--- src/rtl/mct_pkg.sv ---
`timescale 1ns/1ps
package mct_pkg;
    localparam int NUM_CH  = 4;
    localparam int ADDR_W  = 3;
    localparam int DATA_W  = 32;

    typedef enum logic [ADDR_W-1:0] {
        OFS_MATCH0 = 3'd0,
        OFS_MATCH1 = 3'd1,
        OFS_MATCH2 = 3'd2,
        OFS_MATCH3 = 3'd3,
        OFS_COUNT  = 3'd4,
        OFS_STATUS = 3'd5,
        OFS_WDOG   = 3'd6,
        OFS_IEN    = 3'd7
    } reg_ofs_e;
endpackage

--- src/rtl/mct_counter.sv ---
`timescale 1ns/1ps
module mct_counter #(
    parameter int CNT_W = 32
) (
    input  logic             clk,
    input  logic             rst_n,
    input  logic             tick_en,
    output logic [CNT_W-1:0] cnt_q,
    output logic [CNT_W-1:0] cnt_nxt
);
    always_comb cnt_nxt = cnt_q + 1'b1;

    always_ff @(posedge clk or negedge rst_n) begin
        if (!rst_n)       cnt_q <= '0;
        else if (tick_en) cnt_q <= cnt_nxt;
    end


    cnt_step_chk: assert property (@(posedge clk) disable iff (!rst_n)
        tick_en |=> cnt_q == CNT_W'($past(cnt_q) + 1'b1));


    cnt_hold_chk: assert property (@(posedge clk) disable iff (!rst_n)
        !tick_en |=> $stable(cnt_q));
endmodule

--- src/rtl/mct_channel.sv ---
`timescale 1ns/1ps
module mct_channel #(
    parameter int CNT_W = 32
) (
    input  logic             clk,
    input  logic             rst_n,
    input  logic             tick_en,
    input  logic [CNT_W-1:0] cnt_nxt,
    input  logic             match_we,
    input  logic [CNT_W-1:0] match_wd,
    input  logic             stat_clr,
    output logic [CNT_W-1:0] match_q,
    output logic             stat_q
);
    logic hit;

    always_comb hit = tick_en && (cnt_nxt == match_q);

    always_ff @(posedge clk or negedge rst_n) begin
        if (!rst_n)        match_q <= '0;
        else if (match_we) match_q <= match_wd;
    end

    always_ff @(posedge clk or negedge rst_n) begin
        if (!rst_n)        stat_q <= 1'b0;
        else if (hit)      stat_q <= 1'b1;
        else if (stat_clr) stat_q <= 1'b0;
    end


    hit_sets_chk: assert property (@(posedge clk) disable iff (!rst_n)
        (tick_en && cnt_nxt == match_q) |=> stat_q);


    sticky_chk: assert property (@(posedge clk) disable iff (!rst_n)
        (stat_q && !stat_clr) |=> stat_q);


    clear_chk: assert property (@(posedge clk) disable iff (!rst_n)
        (stat_clr && !(tick_en && cnt_nxt == match_q)) |=> !stat_q);
endmodule

--- src/rtl/mct_timer.sv ---
`timescale 1ns/1ps
module mct_timer
    import mct_pkg::*;
#(
    parameter int CNT_W = 32
) (
    input  logic              clk,
    input  logic              rst_n,
    input  logic              tick_en,
    input  logic              bus_sel,
    input  logic              bus_wr,
    input  logic [ADDR_W-1:0] bus_addr,
    input  logic [DATA_W-1:0] bus_wdata,
    output logic [DATA_W-1:0] bus_rdata,
    output logic              irq
);
    logic [CNT_W-1:0]  cnt_q;
    logic [CNT_W-1:0]  cnt_nxt;
    logic [CNT_W-1:0]  match_q [NUM_CH];
    logic [NUM_CH-1:0] stat_q;
    logic [NUM_CH-1:0] ien_q;
    logic              wdog_q;
    logic              wr_go;
    reg_ofs_e          ofs;

    always_comb begin
        ofs   = reg_ofs_e'(bus_addr);
        wr_go = bus_sel && bus_wr;
    end

    mct_counter #(.CNT_W(CNT_W)) u_cnt (
        .clk     (clk),
        .rst_n   (rst_n),
        .tick_en (tick_en),
        .cnt_q   (cnt_q),
        .cnt_nxt (cnt_nxt)
    );

    for (genvar n = 0; n < NUM_CH; n++) begin : g_ch
        mct_channel #(.CNT_W(CNT_W)) u_ch (
            .clk      (clk),
            .rst_n    (rst_n),
            .tick_en  (tick_en),
            .cnt_nxt  (cnt_nxt),
            .match_we (wr_go && bus_addr == ADDR_W'(n)),
            .match_wd (bus_wdata[CNT_W-1:0]),
            .stat_clr (wr_go && ofs == OFS_STATUS && bus_wdata[n]),
            .match_q  (match_q[n]),
            .stat_q   (stat_q[n])
        );
    end

    always_ff @(posedge clk or negedge rst_n) begin
        if (!rst_n) begin
            ien_q  <= '0;
            wdog_q <= 1'b0;
        end else if (wr_go) begin
            if (ofs == OFS_IEN)  ien_q  <= bus_wdata[NUM_CH-1:0];
            if (ofs == OFS_WDOG) wdog_q <= bus_wdata[0];
        end
    end

    always_comb begin
        bus_rdata = '0;
        unique case (ofs)
            OFS_MATCH0: bus_rdata[CNT_W-1:0]  = match_q[0];
            OFS_MATCH1: bus_rdata[CNT_W-1:0]  = match_q[1];
            OFS_MATCH2: bus_rdata[CNT_W-1:0]  = match_q[2];
            OFS_MATCH3: bus_rdata[CNT_W-1:0]  = match_q[3];
            OFS_COUNT:  bus_rdata[CNT_W-1:0]  = cnt_q;
            OFS_STATUS: bus_rdata[NUM_CH-1:0] = stat_q;
            OFS_WDOG:   bus_rdata[0]          = wdog_q;
            OFS_IEN:    bus_rdata[NUM_CH-1:0] = ien_q;
        endcase
    end

    always_comb irq = |(stat_q & ien_q);


    irq_fall_chk: assert property (@(posedge clk) disable iff (!rst_n)
        $fell(irq) |-> $past(wr_go && (ofs == OFS_STATUS || ofs == OFS_IEN)));


    wdog_keep_chk: assert property (@(posedge clk) disable iff (!rst_n)
        !(wr_go && ofs == OFS_WDOG) |=> $stable(wdog_q));


    ien_keep_chk: assert property (@(posedge clk) disable iff (!rst_n)
        !(wr_go && ofs == OFS_IEN) |=> $stable(ien_q));
endmodule

--- config.mk ---
export PLATFORM = sky130hd
export DESIGN_NAME = mct_timer
export DESIGN_NICKNAME = d
export VERILOG_FILES = /design/src/rtl/mct_pkg.sv /design/src/rtl/mct_counter.sv /design/src/rtl/mct_channel.sv /design/src/rtl/mct_timer.sv
export SDC_FILE = /design/constraint.sdc
export NUM_CORES = 1
export LEC_CHECK = 0
export BUFFER_PORTS_ARGS = -buffer_cell sky130_fd_sc_hd__clkbuf_2
export CAP_MARGIN = 5
export CORE_MARGIN = 5
export CORE_UTILIZATION = 30
export DETAILED_ROUTE_END_ITERATION = 7
export PLACE_DENSITY_LB_ADDON = 0.3
export RECOVER_POWER = 50
export SYNTH_ARGS = -nofsm -noshare
export SYNTH_HDL_FRONTEND = slang
export SYNTH_SLANG_ARGS = --single-unit
export TNS_END_PERCENT = 20
--- constraint.sdc ---
create_clock -name clk -period 4.85 [get_ports clk]
set_input_delay 0.485 -clock clk [delete_from_list [all_inputs] [get_ports clk]]
set_output_delay 0.485 -clock clk [all_outputs]
set_load 0.05 [all_outputs]
Word level (Yosys, flattened, before mapping)
Cells that the tools add are included.
- register bits after elaboration: 169
- bits in latches: 0
- RAM bits: 0
- ROM bits: 0
- input port bits: 40
- output and inout port bits: 33
- word-level logic and storage cells: 57
- memories kept: 0
- $add $sub $neg: 1
- multipliers: 0
- div/mod/pow operators: 0
- $lt $le $gt $ge: 0
- equal/unequal tests: 11
- shift operators: 0
- mux-type cells: 11
- bitwise operators: 1
- reductions and logical operators: 22
- operators by type and width (operator ; count):
    $pmux 28 s5 ; 1
    $eq 32x32->1 ; 4
    $add 32x1->32 const B ; 1
    $pmux 3 s7 ; 1
    $logic_and 1x1->1 ; 14
    $eq 3x3->1 const B ; 4
    $mux 1 ; 8
    $pmux 1 s8 ; 1
    $reduce_bool 2->1 ; 4
    $eq 3x2->1 const B ; 2
    $and 4x4->4 ; 1
    $reduce_and 2->1 ; 2
    $reduce_or 4->1 ; 1
    $eq 3x1->1 const B ; 1
    $logic_not 3->1 ; 1

Logic depth before layout (Yosys ltp)
- depth in word-level cells: 5
- gate-level depth with buffers: 12

Hierarchy
A second synthesis with hierarchy kept.
- cells, all modules: 837
- area total of the unflattened synthesis: 9848.2 µm²
- by module, submodules not included (module ; instances ; cells an instance ; area an instance (µm²) ; seq. area each (µm²)):
    mct_channel ; 4 ; 114 ; 1564.0 ; 825.8
    mct_counter ; 1 ; 218 ; 2060.7 ; 800.8
    mct_timer ; 1 ; 163 ; 1531.5 ; 125.1

Worst setup path before layout
No wires, ideal clock.
- path type: input port to output port
- start: input port bus_addr[1]
- end: output port bus_rdata[11]
- arrival: 2798 ps
- required time: 4365 ps
- setup slack: 1567 ps
- stages on the path: 6
- buffers on the path: 3
- path through: clkbuf_1 > buf_1 > clkbuf_1 > mux4_2 > inv_1 > o21ai_0
- cells in the longest elaborated chain, start to end: 2
- elaborated cells on any way between the ends: 6
- those cells by class: eq/ne (4); mux (1); reduce/logical (1)
- ends and longest elaborated chain (element ; RTL line ; source):
    start, declared ; mct_timer.sv:12 ; input logic [ADDR_W-1:0] bus_addr,
    $eq 3x3->1 (tied with other cells) ; mct_timer.sv:65 ; unique case (ofs)
    $pmux 28 s5 * ; mct_timer.sv:65 ;
    end, declared ; mct_timer.sv:14 ; output logic [DATA_W-1:0] bus_rdata,
Mark *: on every way between the ends. The rest lies on a longest branch, timed or not.

Worst setup path in the final report
- start: register u_cnt.cnt_q[4]
- end: register g_ch[0].u_ch.stat_q
- cells in the longest elaborated chain, start to end: 4
- elaborated cells on any way between the ends: 5
- those cells by class: add/sub (1); eq/ne (1); mux (1); reduce/logical (2)
- ends and longest elaborated chain (element ; RTL line ; source):
    start, declared ; mct_counter.sv:8 ; output logic [CNT_W-1:0] cnt_q,
    start signal, assigned ; mct_counter.sv:15 ; else if (tick_en) cnt_q <= cnt_nxt;
    $add 32x1->32 * ; mct_counter.sv:11 ; always_comb cnt_nxt = cnt_q + 1'b1;
    $eq 32x32->1 * ; mct_channel.sv:17 ; always_comb hit = tick_en && (cnt_nxt == match_q);
    $logic_and 1x1->1 * ; mct_channel.sv:17 ;
    $mux 1 / $reduce_bool 2->1 (equally long branches) ; n/a ;
    end signal, assigned ; mct_channel.sv:25 ; if (!rst_n) stat_q <= 1'b0;
    end signal, assigned ; mct_channel.sv:26 ; else if (hit) stat_q <= 1'b1;
    end signal, assigned ; mct_channel.sv:27 ; else if (stat_clr) stat_q <= 1'b0;
    end, declared ; mct_channel.sv:13 ; output logic stat_q
Marked as above.
A chain may end at the register's enable or synchronous reset.

==> out/results.ini <==
[outcome]
outcome = complete, but fails checks
violations = max-capacitance violations, max-slew violations

[finish]
regArea_um2 = 4230
fin_util_pct = 34.1
fill_cells = 3801
layout-drive-gt1-share_pct = 24.4
antenna-diode-count = 0
nets = 1176
area_growth_pct = 11.7
multi_input_area_um2 = 6570

[grt]
grt_pass1_vias = 8963
grt_start_max_net_pins = 99
antenna_found_initial = 2
grt_pass1_wl_um = 60300
grt_overflow_total = 0
grt_use_total_pct = 19.0

[worst_setup_path]
startpoint = u_cnt.cnt_q[4]
worstReg2RegEnd = g_ch[0].u_ch.stat_q
crit_path_end_kind = flip-flop
crit_required_ns = 5.24
crit_path_start_kind = flip-flop
r2r-start = u_cnt.cnt_q[4]
critPathArrivalTime_ns = 4.67
cp_max_fo = 18
crit_end = g_ch[0].u_ch.stat_q
r2r_slack_ns = 0.56
path_class = flip-flop to flip-flop
reg2regPathDepth = 8

[die]
io_pins = 73
die_x_um = 203
die_h_um = 203
core_um2 = 36800
rows = 70
start_util_pct = 30.5
die-area_um2 = 41400

[clock_tree]
clock_sinks = 169
root_buffer = clkbuf_16
cts_tree = done
holdBufCountCts = 0
clock_path_buffers = 2
htreeDepth = 4
cts_buffers = 17
clk_pin_slew_ns = 0.08
cts_setup_buffers = 0
clk_latency_ns = 0.44
cts_resized = 0

[min_path]
hold_class = primary input to flip-flop
whs_path_depth = 3

[timing]
fmax_mhz = 233
setup_viol = 0
fin_skew_ns = 0.0136
relSlewSlack_pct = -141
fin_tns_setup_ns = 0
drv_slew = 122
rsz0062_at_grt = false
period_minus_slack_ns = 4.29
layout_setup_ws_ns = 0.562
worst_pin_slew_ns = 3.62
finalCritPeriodShare_pct = 88.4
hold_viol = 0

[job]
maxCapViolCount = 3

[logic_synthesis]
synthTopCellsByCount = dfrtp_1 (169), mux2_2 (133), xnor2_1 (123), nand2_1 (93), o21ai_0 (63)
async_reset_ff_share_pct = 100
yosysMostFrequentCell = dfrtp_1
syn-instance-count = 1115
ys_top_cells_by_area = dfrtp_1 (38%), mux2_2 (13%), xnor2_1 (9.6%), xor2_1 (3.8%), nand2_1 (3.1%)
ys_ff_latch = 169
seq_area_frac_synth_pct = 37.7
ys_warn_count = 0
ys_types = 76
yosys.area.top_type = dfrtp_1
synth_top_area_share_pct = 37.7
postSynthAreaPerCell_um2 = 10.1
syn_nets = 1156
synth_edf_count = 0
synth_top_flop_cell = dfrtp_1
synth_area_um2 = 11200

[detailed_routing]
drt_iter0_drc = 724
avgViaCountPerCell = 5.69
wl_met3_um = 2470
dr.max_layer_used = met5
wl_um = 39500
drc_errors = 0
dr_total_vias = 9187
route.detailed.wl_per_inst_um = 24.4
wl_met2_um = 18400
drt-pass1-iter-count = 5
postRouteAntennaNets = 0
wl_met1_um = 17900

[placement]
dpl.hpwl_um = 29200
pre_cts_slack_ns = 1.01
gp_congestion = 1.01
port_buffers = 72

[pwr]
ir_drop_mv = 0.221
p_leak_nw = 4.90
p_per_area_nw_per_um2 = 425

[cells in the final DEF, fill, tap and decap left out, types with 20 or more instances in the layout]
master	n
o21ai_0	63
nand4_1	20
xnor2_1	123
mux2_2	133
a221o_1	28
clkbuf_2	68
nand2_1	93
mux2i_1	31
nand3_1	34
xor2_1	49
nor2_1	44
dfrtp_1	169
[critical path, stage by stage, from the launching register on]
cell and delay, ns:
dfrtp_1 0.72, nand4_1 0.65, or4_4 0.85, nor3_4 0.46, nand3_1 0.27, a211o_1 0.31, nor4_1 0.46, and4_1 0.33
a32o_1 0.17
[routing by layer]
metal,track usage (%),up-vias
li1,-,4119
met1,26.7,4718
met2,29.9,303
met3,4.50,43
met4,4.43,4
met5,0,-
[stage by stage]
stage / instance area, um^2 / hold slack (ns) / std cells / total power, mW
2_1_floorplan: 11200 / 0.189 / 1115 / 3.35
3_3_place_gp: 12000 / 0.523 / 1584 / 3.94
3_5_place_dp: 12000 / 0.531 / 1584 / 3.95
4_1_cts: 12600 / 0.0909 / 1616 / 5.36
5_1_grt: 12500 / 0.313 / 1616 / 5.59
6_report: 12500 / 0.306 / 1616 / 5.32
[power breakdown]
| group | internal [mW] | total [mW] | switching [mW] |
|---|---|---|---|
| Sequential | 1.70 | 2.19 | 0.495 |
| Combinational | 0.779 | 1.74 | 0.958 |
| Clock | 0.737 | 1.39 | 0.656 |
[worst min path at each step]
stage	from	end	slack, ns
2_1_floorplan	rst_n	g_ch[0].u_ch.match_q[0]	0.19
3_3_place_gp	ien_q[2]	ien_q[2]	0.52
3_5_place_dp	ien_q[1]	ien_q[1]	0.53
4_1_cts	rst_n	g_ch[2].u_ch.match_q[2]	0.09
5_1_grt	bus_wdata[12]	g_ch[1].u_ch.match_q[12]	0.31
6_report	bus_wdata[28]	g_ch[3].u_ch.match_q[28]	0.31
[state kept, by name, summed over array words and instances (netlist names)]
signal and cells:
g_ch.u_ch.match_q 128, u_cnt.cnt_q 32, ien_q 4, g_ch.u_ch.stat_q 4
wdog_q 1
[final cells by class]
class / count / area share, %
well taps: 468 / 4.67
clock inverters: 13 / 1.08
clock buffers: 19 / 3.53
repair buffers: 90 / 4.16
multi-input cells: 843 / 52.4
flip-flops and latches: 169 / 33.7
inverters: 14 / 0.419
[cell families (layout without fill, tap and decap cells)]
family                     after synthesis  count (layout)  share of synthesized area [%]
AOI/OAI and AO/OA                      191             191                           12.0
xor gates and xnor gates               175             175                           14.0
adders and majority gates                1               1                          0.112
buffers and inverters                  103             136                           3.86
DFF                                    169             169                           37.7
muxes                                  167             167                           16.7
and+or+nand+nor                        309             309                           15.5
(Power assumes the default switching activity.)
